--- config.mk ---
export PLATFORM = sky130hd
export DESIGN_NAME = cmdline_parser
export DESIGN_NICKNAME = d
export VERILOG_FILES = /design/src/rtl/cmdline_pkg.sv /design/src/rtl/cmdline_rx.sv /design/src/rtl/cmdline_dp.sv /design/src/rtl/cmdline_ctrl.sv /design/src/rtl/cmdline_parser.sv
export SDC_FILE = /design/constraint.sdc
export NUM_CORES = 1
export LEC_CHECK = 0
export BUFFER_PORTS_ARGS = -buffer_cell sky130_fd_sc_hd__clkbuf_2
export CAP_MARGIN = 10
export CELL_PAD_IN_SITES_DETAIL_PLACEMENT = 0
export CELL_PAD_IN_SITES_GLOBAL_PLACEMENT = 1
export CORE_MARGIN = 2
export CORE_UTILIZATION = 48
export CTS_CLUSTER_DIAMETER = 30
export CTS_CLUSTER_SIZE = 8
export DETAILED_ROUTE_END_ITERATION = 6
export PLACE_DENSITY = 0.79
export SETUP_SLACK_MARGIN = 0.2
export SLEW_MARGIN = 20
export SYNTH_ARGS = -nofsm -noshare
export SYNTH_HDL_FRONTEND = slang
export SYNTH_SLANG_ARGS = --single-unit
--- constraint.sdc ---
create_clock -name clk -period 4.8 [get_ports clk]
set_clock_uncertainty 0.15 [all_clocks]
set_input_delay 0 -clock clk [delete_from_list [all_inputs] [get_ports clk]]
set_output_delay 0 -clock clk [all_outputs]
set_load 0.05 [all_outputs]
--- src/rtl/cmdline_pkg.sv ---
package cmdline_pkg;

  typedef enum logic [1:0] {
    RX_IDLE,
    RX_START,
    RX_DATA,
    RX_STOP
  } rxState_t;

  typedef enum logic [2:0] {
    PS_IDLE,
    PS_AFTERCMD,
    PS_PRE,
    PS_DIGITS,
    PS_TRAIL,
    PS_DISCARD
  } parseState_t;

  typedef enum logic [2:0] {
    CH_SPACE,
    CH_CR,
    CH_LF,
    CH_HEX,
    CH_OTHER
  } charClass_t;

  // strobes from the line controller to the datapath
  typedef struct packed {
    logic loadCmd;
    logic shiftDigit;
    logic commit;
    logic flagError;
  } dpCtrl_t;

  localparam logic [7:0] ASCII_SPACE = 8'h20;
  localparam logic [7:0] ASCII_CR    = 8'h0D;
  localparam logic [7:0] ASCII_LF    = 8'h0A;

endpackage

--- src/rtl/cmdline_rx.sv ---
module cmdline_rx
  import cmdline_pkg::*;
#(
  parameter int CLKS_PER_BIT = 434,
  parameter int DATA_BITS    = 8
) (
  input  logic                 clk,
  input  logic                 rstN,
  input  logic                 serialIn,
  output logic                 byteValid,
  output logic [DATA_BITS-1:0] byteData
);

  localparam int CNT_W  = $clog2(CLKS_PER_BIT);
  localparam int BIT_W  = $clog2(DATA_BITS);
  localparam int HALF   = CLKS_PER_BIT / 2;
  localparam logic [CNT_W-1:0] CNT_FULL = CNT_W'(CLKS_PER_BIT - 1);
  localparam logic [CNT_W-1:0] CNT_HALF = CNT_W'(HALF - 1);
  localparam logic [BIT_W-1:0] BIT_LAST = BIT_W'(DATA_BITS - 1);

  logic [1:0]           syncFf;
  logic                 rxLine;
  rxState_t             state;
  logic [CNT_W-1:0]     tickCnt;
  logic [BIT_W-1:0]     bitCnt;
  logic [DATA_BITS-1:0] shiftReg;

  assign rxLine = syncFf[1];

  always_ff @(posedge clk) begin
    if (!rstN) syncFf <= 2'b11;
    else       syncFf <= {syncFf[0], serialIn};
  end

  always_ff @(posedge clk) begin
    if (!rstN) begin
      state     <= RX_IDLE;
      tickCnt   <= '0;
      bitCnt    <= '0;
      shiftReg  <= '0;
      byteValid <= 1'b0;
      byteData  <= '0;
    end else begin
      byteValid <= 1'b0;
      case (state)
        RX_IDLE: begin
          tickCnt <= '0;
          if (!rxLine) state <= RX_START;
        end
        RX_START: begin
          if (tickCnt == CNT_HALF) begin
            tickCnt <= '0;
            bitCnt  <= '0;
            state   <= rxLine ? RX_IDLE : RX_DATA;
          end else begin
            tickCnt <= tickCnt + 1'b1;
          end
        end
        RX_DATA: begin
          if (tickCnt == CNT_FULL) begin
            tickCnt  <= '0;
            shiftReg <= {rxLine, shiftReg[DATA_BITS-1:1]};
            if (bitCnt == BIT_LAST) state <= RX_STOP;
            else                    bitCnt <= bitCnt + 1'b1;
          end else begin
            tickCnt <= tickCnt + 1'b1;
          end
        end
        RX_STOP: begin
          if (tickCnt == CNT_FULL) begin
            tickCnt <= '0;
            state   <= RX_IDLE;
            if (rxLine) begin
              byteValid <= 1'b1;
              byteData  <= shiftReg;
            end
          end else begin
            tickCnt <= tickCnt + 1'b1;
          end
        end
        default: state <= RX_IDLE;
      endcase
    end
  end

  // a delivered byte always had its stop bit sampled high
  a_r2_stop_high: assert property (@(posedge clk) disable iff (!rstN)
    byteValid |-> $past(rxLine));

  // a rejected start never reaches the data phase
  a_r2_false_start: assert property (@(posedge clk) disable iff (!rstN)
    (state == RX_START && tickCnt == CNT_HALF && rxLine) |=> state == RX_IDLE);

endmodule

--- src/rtl/cmdline_dp.sv ---
module cmdline_dp
  import cmdline_pkg::*;
#(
  parameter int PARAM_W = 16
) (
  input  logic               clk,
  input  logic               rstN,
  input  logic [7:0]         byteData,
  input  dpCtrl_t            ctrl,
  output charClass_t         charClass,
  output logic               digitFull,
  output logic [7:0]         cmdCode,
  output logic [PARAM_W-1:0] cmdParam,
  output logic               cmdValid,
  output logic               cmdError
);

  localparam int MAX_DIGITS = PARAM_W / 4;
  localparam int DCNT_W     = $clog2(MAX_DIGITS + 1);
  localparam logic [DCNT_W-1:0] DCNT_MAX = DCNT_W'(MAX_DIGITS);

  logic [3:0]         nibble;
  logic [7:0]         cmdWork;
  logic [PARAM_W-1:0] paramAcc;
  logic [DCNT_W-1:0]  digitCnt;

  always_comb begin
    nibble    = 4'h0;
    charClass = CH_OTHER;
    if (byteData == ASCII_SPACE) begin
      charClass = CH_SPACE;
    end else if (byteData == ASCII_CR) begin
      charClass = CH_CR;
    end else if (byteData == ASCII_LF) begin
      charClass = CH_LF;
    end else if (byteData >= 8'h30 && byteData <= 8'h39) begin
      charClass = CH_HEX;
      nibble    = byteData[3:0];
    end else if ((byteData >= 8'h41 && byteData <= 8'h46) ||
                 (byteData >= 8'h61 && byteData <= 8'h66)) begin
      charClass = CH_HEX;
      nibble    = byteData[3:0] + 4'd9;
    end
  end

  assign digitFull = (digitCnt == DCNT_MAX);

  always_ff @(posedge clk) begin
    if (!rstN) begin
      cmdWork  <= '0;
      paramAcc <= '0;
      digitCnt <= '0;
      cmdCode  <= '0;
      cmdParam <= '0;
      cmdValid <= 1'b0;
      cmdError <= 1'b0;
    end else begin
      cmdValid <= ctrl.commit;
      cmdError <= ctrl.flagError;
      if (ctrl.loadCmd) begin
        cmdWork  <= byteData;
        paramAcc <= '0;
        digitCnt <= '0;
      end else if (ctrl.shiftDigit) begin
        paramAcc <= {paramAcc[PARAM_W-5:0], nibble};
        digitCnt <= digitCnt + 1'b1;
      end
      if (ctrl.commit) begin
        cmdCode  <= cmdWork;
        cmdParam <= paramAcc;
      end
    end
  end

  // the digit counter never passes the argument width
  a_r8_count_bound: assert property (@(posedge clk) disable iff (!rstN)
    digitCnt <= DCNT_MAX);

  // the controller never requests a shift into a full argument
  a_r8_no_overflow: assert property (@(posedge clk) disable iff (!rstN)
    ctrl.shiftDigit |-> !digitFull);

  // outputs move only on a commit
  a_r10_hold_outputs: assert property (@(posedge clk) disable iff (!rstN)
    !$past(ctrl.commit) |-> $stable(cmdCode) && $stable(cmdParam));

endmodule

--- src/rtl/cmdline_ctrl.sv ---
module cmdline_ctrl
  import cmdline_pkg::*;
(
  input  logic       clk,
  input  logic       rstN,
  input  logic       byteValid,
  input  charClass_t charClass,
  input  logic       digitFull,
  output dpCtrl_t    ctrl
);

  parseState_t state, nextState;
  logic        isTerm;

  assign isTerm = (charClass == CH_CR) || (charClass == CH_LF);

  always_comb begin
    nextState = state;
    ctrl      = '0;
    if (byteValid) begin
      case (state)
        PS_IDLE: begin
          if (charClass != CH_SPACE && !isTerm) begin
            ctrl.loadCmd = 1'b1;
            nextState    = PS_AFTERCMD;
          end
        end
        PS_AFTERCMD: begin
          if (charClass == CH_SPACE) begin
            nextState = PS_PRE;
          end else begin
            ctrl.flagError = 1'b1;
            nextState      = isTerm ? PS_IDLE : PS_DISCARD;
          end
        end
        PS_PRE: begin
          if (charClass == CH_HEX) begin
            ctrl.shiftDigit = 1'b1;
            nextState       = PS_DIGITS;
          end else if (charClass != CH_SPACE) begin
            ctrl.flagError = 1'b1;
            nextState      = isTerm ? PS_IDLE : PS_DISCARD;
          end
        end
        PS_DIGITS: begin
          if (charClass == CH_HEX) begin
            if (digitFull) begin
              ctrl.flagError = 1'b1;
              nextState      = PS_DISCARD;
            end else begin
              ctrl.shiftDigit = 1'b1;
            end
          end else if (charClass == CH_SPACE) begin
            nextState = PS_TRAIL;
          end else if (isTerm) begin
            ctrl.commit = 1'b1;
            nextState   = PS_IDLE;
          end else begin
            ctrl.flagError = 1'b1;
            nextState      = PS_DISCARD;
          end
        end
        PS_TRAIL: begin
          if (isTerm) begin
            ctrl.commit = 1'b1;
            nextState   = PS_IDLE;
          end else if (charClass != CH_SPACE) begin
            ctrl.flagError = 1'b1;
            nextState      = PS_DISCARD;
          end
        end
        PS_DISCARD: begin
          if (isTerm) nextState = PS_IDLE;
        end
        default: nextState = PS_IDLE;
      endcase
    end
  end

  always_ff @(posedge clk) begin
    if (!rstN) state <= PS_IDLE;
    else       state <= nextState;
  end

  // non-terminator bytes keep the parser discarding
  a_r10_discard_stays: assert property (@(posedge clk) disable iff (!rstN)
    (state == PS_DISCARD && byteValid && !isTerm) |=> state == PS_DISCARD);

  // nothing is emitted while a line is being discarded
  a_r11_discard_quiet: assert property (@(posedge clk) disable iff (!rstN)
    (state == PS_DISCARD) |-> !ctrl.commit && !ctrl.flagError);

  // strobes only arise from a received byte
  a_r11_byte_driven: assert property (@(posedge clk) disable iff (!rstN)
    (ctrl.commit || ctrl.flagError) |-> byteValid);

endmodule

--- src/rtl/cmdline_parser.sv ---
module cmdline_parser
  import cmdline_pkg::*;
#(
  parameter int CLKS_PER_BIT = 434,
  parameter int PARAM_W      = 16
) (
  input  logic               clk,
  input  logic               rstN,
  input  logic               serialIn,
  output logic [7:0]         cmdCode,
  output logic [PARAM_W-1:0] cmdParam,
  output logic               cmdValid,
  output logic               cmdError
);

  logic       rxValid;
  logic [7:0] rxByte;
  charClass_t charClass;
  logic       digitFull;
  dpCtrl_t    ctrl;

  cmdline_rx #(.CLKS_PER_BIT(CLKS_PER_BIT), .DATA_BITS(8)) u_rx (
    .clk      (clk),
    .rstN     (rstN),
    .serialIn (serialIn),
    .byteValid(rxValid),
    .byteData (rxByte)
  );

  cmdline_ctrl u_ctrl (
    .clk      (clk),
    .rstN     (rstN),
    .byteValid(rxValid),
    .charClass(charClass),
    .digitFull(digitFull),
    .ctrl     (ctrl)
  );

  cmdline_dp #(.PARAM_W(PARAM_W)) u_dp (
    .clk      (clk),
    .rstN     (rstN),
    .byteData (rxByte),
    .ctrl     (ctrl),
    .charClass(charClass),
    .digitFull(digitFull),
    .cmdCode  (cmdCode),
    .cmdParam (cmdParam),
    .cmdValid (cmdValid),
    .cmdError (cmdError)
  );

  // the two strobes never coincide
  a_r11_exclusive: assert property (@(posedge clk) disable iff (!rstN)
    !(cmdValid && cmdError));

  // each strobe lasts a single cycle
  a_r11_valid_pulse: assert property (@(posedge clk) disable iff (!rstN)
    cmdValid |=> !cmdValid);
  a_r11_error_pulse: assert property (@(posedge clk) disable iff (!rstN)
    cmdError |=> !cmdError);

  // a commit is always caused by a terminator byte one clock earlier
  a_r7_commit_on_term: assert property (@(posedge clk) disable iff (!rstN)
    cmdValid |-> $past(rxValid) &&
                 ($past(rxByte) == ASCII_CR || $past(rxByte) == ASCII_LF));

endmodule

Word-level counts from Yosys, hierarchy flattened
Index checks and enable logic that the tools add are counted.
- bits in registers: 89
- mux-type cells: 56
- $add $sub $neg: 4
- order comparisons: 6
- bitwise logic cells: 1
- equality and inequality tests: 29
- reductions and logical operators: 21
- operator list (cell ; number):
    $mux 3 ; 19
    $pmux 9 s3 ; 1
    $mux 4 ; 6
    $mux 9 ; 2
    $pmux 3 s6 ; 1
    $eq 8x4->1 const B ; 2
    $ge 8x7->1 const B ; 2
    $le 8x7->1 const B ; 2
    $mux 1 ; 15
    $mux 2 ; 7
    $eq 3x2->1 const B ; 4
    $eq 3x3->1 const B ; 4
    $ne 2x1->1 const B ; 6
    $add 9x1->9 const B ; 1
    $eq 9x8->1 const B ; 1
    $eq 9x9->1 const B ; 1
    $eq 8x6->1 const B ; 1
    $ge 8x6->1 const B ; 1
    $le 8x6->1 const B ; 1
    $pmux 2 s4 ; 1
    $add 3x1->3 const B ; 2
    $eq 3x1->1 const B ; 2
    $logic_not 3->1 ; 2
    $ne 3x1->1 const B ; 2
    other kinds (21) ; 31

Logic depth before layout (Yosys ltp)
- depth in word-level cells: 16
- depth in mapped cells: 11

Modules after synthesis
Synthesis repeated with hierarchy kept, for this count alone.
- cell total of the unflattened synthesis: 423
- area total of the unflattened synthesis: 4214.0 µm²
- modules (own cells, without submodules) (module ; area each (µm²) ; sequential area each (µm²) ; cells each ; times used):
    cmdline_dp ; 2288.4 ; 1061.0 ; 211 ; 1
    cmdline_rx ; 1455.1 ; 660.6 ; 147 ; 1
    cmdline_ctrl ; 470.5 ; 60.1 ; 65 ; 1

Least setup slack after synthesis
No wires, ideal clock.
- path type: flip-flop to flip-flop
- from: register u_rx.byteData[0]
- to: register u_dp.digitCnt[0]
- required time: 4531 ps
- library setup time: 119 ps
- arrival: 1953 ps
- period minus slack after synthesis: 2222 ps
- stages on the path, launching flop included: 11
- path slack: 2578 ps
- path through: dfxtp_1 inv_1 ha_1 mux2_4 and3_4 nor3_2 buf_6 nand2b_4 buf_12 buf_12 nor2_4
- word-level cells in the longest chain between the ends: 16
- elaborated cells on any way between the ends: 32
- RTL lines (element ; line ; RTL):
    start, declared ; cmdline_rx.sv:11 ; output logic [DATA_BITS-1:0] byteData
    start signal, assigned ; cmdline_rx.sv:75 ; byteData <= shiftReg;
    $ge 8x7->1 (tied with other cells) ; cmdline_dp.sv:39 ; end else if ((byteData >= 8'h41 && byteData <= 8'h46) ||
    $logic_and 1x1->1, on equally long branches ; cmdline_dp.sv:39, cmdline_dp.sv:40 ;
    $logic_or 1x1->1 ; cmdline_dp.sv:39 ;
    $mux 3 ; cmdline_dp.sv:39 ;
    $mux 3 ; cmdline_dp.sv:36 ; end else if (byteData >= 8'h30 && byteData <= 8'h39) begin
    $mux 3 ; cmdline_dp.sv:34 ; end else if (byteData == ASCII_LF) begin
    $mux 3 ; cmdline_dp.sv:32 ; end else if (byteData == ASCII_CR) begin
    $mux 3 (*) ; cmdline_dp.sv:30 ; if (byteData == ASCII_SPACE) begin
    $eq 3x1->1 or $eq 3x2->1 (tied branches) ; cmdline_ctrl.sv:15 ; assign isTerm = (charClass == CH_CR) || (charClass == CH_LF);
    $logic_or 1x1->1 ; cmdline_ctrl.sv:15 ;
    $logic_not 1->1 ; cmdline_ctrl.sv:23 ; if (charClass != CH_SPACE && !isTerm) begin
    $logic_and 1x1->1 ; cmdline_ctrl.sv:23 ;
    $mux 1 ; cmdline_ctrl.sv:23 ;
    $mux 1 ; cmdline_ctrl.sv:21 ; case (state)
    $mux 4 (*) ; cmdline_ctrl.sv:20 ; if (byteValid) begin
    $reduce_or 2->1 (no line) ; n/a ;
    end signal, assigned ; cmdline_dp.sv:66 ; digitCnt <= digitCnt + 1'b1;
    end, declared ; cmdline_dp.sv:25 ; logic [DCNT_W-1:0] digitCnt;
Every way passes the cells marked *; elsewhere a longest branch is shown, timed or not.
A chain may end at the register's enable or synchronous reset.

Worst setup path after layout
- from: register u_rx.byteData[0]
- to: register u_dp.paramAcc[1]
- word-level cells in the longest chain between the ends: 16
- elaborated cells on any way between the ends: 38
- RTL lines (element ; line ; RTL):
    $ge 8x7->1 (tied with other cells) ; cmdline_dp.sv:39 ;
    $logic_and 1x1->1, on equally long branches ; cmdline_dp.sv:39, cmdline_dp.sv:40 ;
    $logic_or 1x1->1 ; cmdline_dp.sv:39 ;
    $mux 3 ; cmdline_dp.sv:39 ;
    $mux 3 ; cmdline_dp.sv:36 ;
    $mux 3 ; cmdline_dp.sv:34 ;
    $mux 3 ; cmdline_dp.sv:32 ;
    $mux 3 ; cmdline_dp.sv:30 ;
    $eq 3x1->1 or $eq 3x2->1 (tied branches) ; cmdline_ctrl.sv:15 ;
    $logic_or 1x1->1 ; cmdline_ctrl.sv:15 ;
    $logic_not 1->1 ; cmdline_ctrl.sv:23 ;
    $logic_and 1x1->1 ; cmdline_ctrl.sv:23 ;
    $mux 1 ; cmdline_ctrl.sv:23 ;
    $mux 1 ; cmdline_ctrl.sv:21 ;
    $mux 4 ; cmdline_ctrl.sv:20 ;
    $reduce_or 2->1 (no line) ; n/a ;
    end signal, assigned ; cmdline_dp.sv:65 ; paramAcc <= {paramAcc[PARAM_W-5:0], nibble};
    end, declared ; cmdline_dp.sv:24 ; logic [PARAM_W-1:0] paramAcc;
Several ways; a longest one is shown, not always the timed one.

==> Flow_metrics.wiki <==
{| class="wikitable"
! Metric !! Value
|-
| Number of sinks driven by the clock tree || slightly below 90
|-
| Horizontal die dimension || between 90 and 100 µm
|-
| Max Buffers Root-to-Sink || 2
|-
| Number of violations of the max-capacitance limit || 0
|-
| Cell type of the slowest stage on the worst timing path || sky130_fd_sc_hd__nor3_2
|-
| Die Span Y || about 96 µm
|-
| Placeable core region || roughly 8300 µm²
|-
| Area grow syn2layout || 7.709%
|-
| Largest stage delay on the critical path || 680 ps
|-
| Async set or reset register ratio after synthesis || 0
|-
| Placement Rows || 33
|-
| Maximum number of pins on one net before global-route repair || 67
|-
| Synthesis Warnings || 0
|-
| Fraction of power spent switching nets || 0.2180
|-
| Number of design rule violations left after detail routing || 0
|-
| Worst slew margin relative to its limit || 0.4078
|-
| Data required time of the critical path || 4880 ps
|-
| Final critical path time including I/O delays and setup || slightly below 3000 ps
|-
| Design Power || 1.264 mW
|-
| Share of the yosys chip area belonging to registers || 0.4339
|-
| Full die area || 9311 µm²
|-
| Post-synthesis net count || between 400 and 500
|-
| Final hold slack || 58.41 ps
|-
| Share of power burned in the clock network || 0.397
|-
| Leakage power || roughly 1.6 nW
|-
| Number of buffers added on ports || 28
|-
| Critical path endpoint category || flop
|-
| Post-synthesis cell type count || around 60
|-
| Main synth FF type || sky130_fd_sc_hd__dfxtp_1
|-
| Yosys top cell area share || 0.4339
|-
| Part of the power in registers || 0.585
|-
| Hold WC Path Type || in -> reg
|-
| Number of gates given a new drive strength after cts || 0
|-
| Outcome || finished, final reports clean
|-
| Router iterations before antenna repair || 4
|-
| Post-Synthesis Mean Instance Area || between 9 and 10 µm²
|-
| Pwr dens || approximately 290 nW/µm²
|-
| Max H-tree Level || 3
|-
| Ratio of cells with drive above 1 in the final layout || 0.1685
|-
| Total Nets Final || ~460
|-
| Final critical-path share of the clock period || 0.6130
|-
| Largest area contributor in the synthesized netlist || sky130_fd_sc_hd__dfxtp_1
|-
| Internal power consumption || a little under 1 mW
|-
| CTS Buf Count || 9
|-
| Netlist Area Pre-Place || roughly 4100 µm²
|-
| Number of nets with antenna violations after routing || 0
|-
| Buf+Inv Stages, Crit Path || 1
|-
| Fmax achieved || 339.9 MHz
|-
| Post CTS Setup Buffer Count || 0
|-
| Number of enable-type register cells in the synthesized netlist || 0
|-
| Register-to-register setup slack || between 1500 and 2000 ps
|-
| Max-slew violation count || 0
|-
| Post-synthesis cell count || 423
|-
| Data arrival time of the worst path || ~3000 ps
|-
| Overall routing resource usage || 0.1682
|-
| Weighted congestion reported at the end of routability-driven placement || ~0.8
|-
| Number of top-level design ports || 29
|-
| Number of endpoints with negative hold slack in the final report || 0
|-
| Critical R2R Launch || u_rx.byteData[0]
|-
| Cell with the most instances after synthesis || sky130_fd_sc_hd__dfxtp_1
|-
| Switching power of the nets || roughly 0.28 mW
|-
| Post-route design area || 4423 µm²
|-
| Largest fanout on the critical path || 19
|-
| Buffer cell driving the clock tree root || sky130_fd_sc_hd__clkbuf_8
|-
| Wire length of the first global-routing pass || approximately 12000 µm
|-
| Category of the most critical setup path || reg -> reg
|-
| Total setup violations reported at the end of the flow || 0
|-
| Comb power frac || 0.018
|-
| Number of inserted diodes || 0
|-
| Clock tree from TritonCTS || yes
|-
| CP startpoint kind || flop
|-
| Worst-path cell chain || inv_1 -> ha_1 -> mux2_4 -> and3_4 -> nor3_2 -> nand2b_4 -> nor3_1
|-
| Clk Latency, worst-skew pair || 350 ps
|-
| Most instantiated cells after synthesis || 89 x sky130_fd_sc_hd__dfxtp_1, 63 x sky130_fd_sc_hd__nand2_1, 40 x sky130_fd_sc_hd__mux2i_1, 30 x sky130_fd_sc_hd__nor2b_1, 23 x sky130_fd_sc_hd__nor2_1
|-
| Total wire length after detailed routing || 7081 µm
|-
| Dpl hpwl || approximately 4700 µm
|-
| Vias in the first global route || around 2600
|-
| Detailed router's first-iteration violation count || 88
|-
| Core utilization of the finished layout || 0.5356
|-
| TNS Setup || 0 ps
|-
| #FFs+latches synth || a little under 90
|-
| Number of vias in the routed layout || between 2000 and 3000
|-
| Worst Tran Pin Value || just under 900 ps
|-
| Gate family responsible for the most delay along the worst path || simple AND/OR/NAND/NOR gates
|-
| Via/cell ratio || between 5 and 6
|-
| Main area contributors after synthesis || sky130_fd_sc_hd__dfxtp_1 43%, sky130_fd_sc_hd__mux2i_1 9.8%, sky130_fd_sc_hd__nand2_1 5.8%
|-
| Overflow left after global routing || 0
|-
| Clock-pin slew of the registers on the worst-case setup and hold paths || roughly 90 ps
|-
| Placed cell area || between 4000 and 5000 µm²
|-
| Worst hold path startpoint || rstN
|-
| Largest voltage drop on the vdd net || between 100 and 150 µV
|-
| Initial cell density of the core || 0.4973
|-
| Count of hold buffers inserted by post-cts repair || 1
|-
| RSZ-0062 raised after global routing || no
|-
| Average routed wire per standard cell || between 10 and 15 µm
|-
| Initial antenna violation count || 0
|-
| First element of the critical path || u_rx.byteData[0]
|}
-- metal layers --
layer	vias up	share of wire	track usage
met3	6	0.023	0.03026
met5	-	0	0
li1	1482	-	-
met1	1280	0.51	0.2161
met4	0	0.013	0.07394
met2	32	0.46	0.2766
-- worst register-to-register path, stage by stage (launching register included) --
cell and delay (ps):
sky130_fd_sc_hd__dfxtp_1 530, sky130_fd_sc_hd__inv_1 110, sky130_fd_sc_hd__ha_1 230, sky130_fd_sc_hd__mux2_4 280, sky130_fd_sc_hd__and3_4 190, sky130_fd_sc_hd__nor3_2 680
sky130_fd_sc_hd__nand2b_4 540, sky130_fd_sc_hd__nor3_1 110
-- registers in the layout (all words and copies together) (netlist names), 8 cells and up, named ones only --
register,flops
u_rx.byteData,8
u_rx.shiftReg,8
u_dp.cmdWork,8
u_dp.cmdParam,16
u_rx.tickCnt,9
u_dp.paramAcc,16
u_dp.cmdCode,8
-- stage by stage --
stage	worst slack [ps]	std cells
CTS	1846	550
global placement	1965	534
global route	1602	550
floorplan	2578	423
finish	1858	550
detailed placement	1868	534
-- cells in the final DEF, fill, tap and decap left out, types with 2 or more instances in the layout --
| cell | synthesis | layout |
|---|---|---|
| sky130_fd_sc_hd__dfxtp_1 | 89 | 89 |
| sky130_fd_sc_hd__nand2_1 | 63 | 63 |
| sky130_fd_sc_hd__mux2i_1 | 40 | 40 |
| sky130_fd_sc_hd__nor2b_1 | 30 | 30 |
| sky130_fd_sc_hd__clkbuf_2 | 0 | 28 |
| sky130_fd_sc_hd__nor2_1 | 23 | 23 |
| sky130_fd_sc_hd__a21boi_1 | 21 | 21 |
| sky130_fd_sc_hd__ha_1 | 11 | 11 |
| sky130_fd_sc_hd__inv_1 | 10 | 10 |
| sky130_fd_sc_hd__nor2_4 | 10 | 10 |
| sky130_fd_sc_hd__a21oi_1 | 10 | 10 |
| sky130_fd_sc_hd__clkbuf_8 | 0 | 9 |
| sky130_fd_sc_hd__nand3_1 | 8 | 8 |
| sky130_fd_sc_hd__o21ai_0 | 8 | 8 |
| sky130_fd_sc_hd__xor2_1 | 7 | 7 |
| sky130_fd_sc_hd__nor3_1 | 4 | 4 |
| sky130_fd_sc_hd__a21boi_0 | 4 | 4 |
| sky130_fd_sc_hd__or3_1 | 3 | 3 |
| sky130_fd_sc_hd__nor3_4 | 3 | 3 |
| sky130_fd_sc_hd__o21bai_1 | 3 | 3 |
| sky130_fd_sc_hd__a21oi_2 | 3 | 3 |
| sky130_fd_sc_hd__nor3b_1 | 3 | 3 |
| sky130_fd_sc_hd__nand4_1 | 3 | 3 |
| sky130_fd_sc_hd__nand2_2 | 2 | 2 |
| sky130_fd_sc_hd__or2_1 | 2 | 2 |
| sky130_fd_sc_hd__nor4bb_1 | 2 | 2 |
| sky130_fd_sc_hd__nand2b_1 | 2 | 2 |
| sky130_fd_sc_hd__a22oi_1 | 2 | 2 |
| sky130_fd_sc_hd__a211o_1 | 2 | 2 |
| sky130_fd_sc_hd__and2_1 | 2 | 2 |
| sky130_fd_sc_hd__xnor2_1 | 2 | 2 |
| sky130_fd_sc_hd__inv_6 | 0 | 2 |
| sky130_fd_sc_hd__clkinvlp_4 | 0 | 2 |
| sky130_fd_sc_hd__buf_4 | 1 | 2 |
-- power groups by stage --
stage	Combinational, mW	Clock, mW	Sequential [mW]
after floorplan	0.0229	0	0.756
final	0.0228	0.502	0.740
after detailed placement	0.0227	0	0.757
after global placement	0.0225	0	0.757
after CTS	0.0233	0.523	0.740
after global routing	0.0248	0.548	0.740
-- worst paths after layout --
check / endpoint / cells past startpoint
max: u_dp.paramAcc[1] / 7
min: u_rx.syncFf[1] / 3
max reg2reg: u_dp.paramAcc[1] / 7
min reg2reg: u_rx.syncFf[1] / 1
-- kinds of logic (layout without fill, tap and decap cells) --
family,after synthesis,count (layout),share of synthesized area
AND/OR/NAND/NOR,174,174,0.2453
flip-flops,89,89,0.4339
AO/OA/AOI/OAI,65,65,0.1161
multiplexers,41,41,0.1012
buffers and inverters,34,56,0.05089
adder cells (fa/ha/maj),11,11,0.03352
XOR/XNOR,9,9,0.01920
-- final cells by class --
| type | instances | area (µm²) |
|---|---|---|
| Multi-Input combinational cell | 300 | 2116 |
| Sequential cell | 89 | 1782 |
| Inverter | 10 | 37.54 |
| Timing Repair Buffer | 31 | 165.2 |
| Fill cell | 784 | 3835 |
| Clock inverter | 6 | 67.56 |
| Clock buffer | 9 | 123.9 |
| Tap cell | 105 | 131.4 |
(Power assumes the default switching activity.)
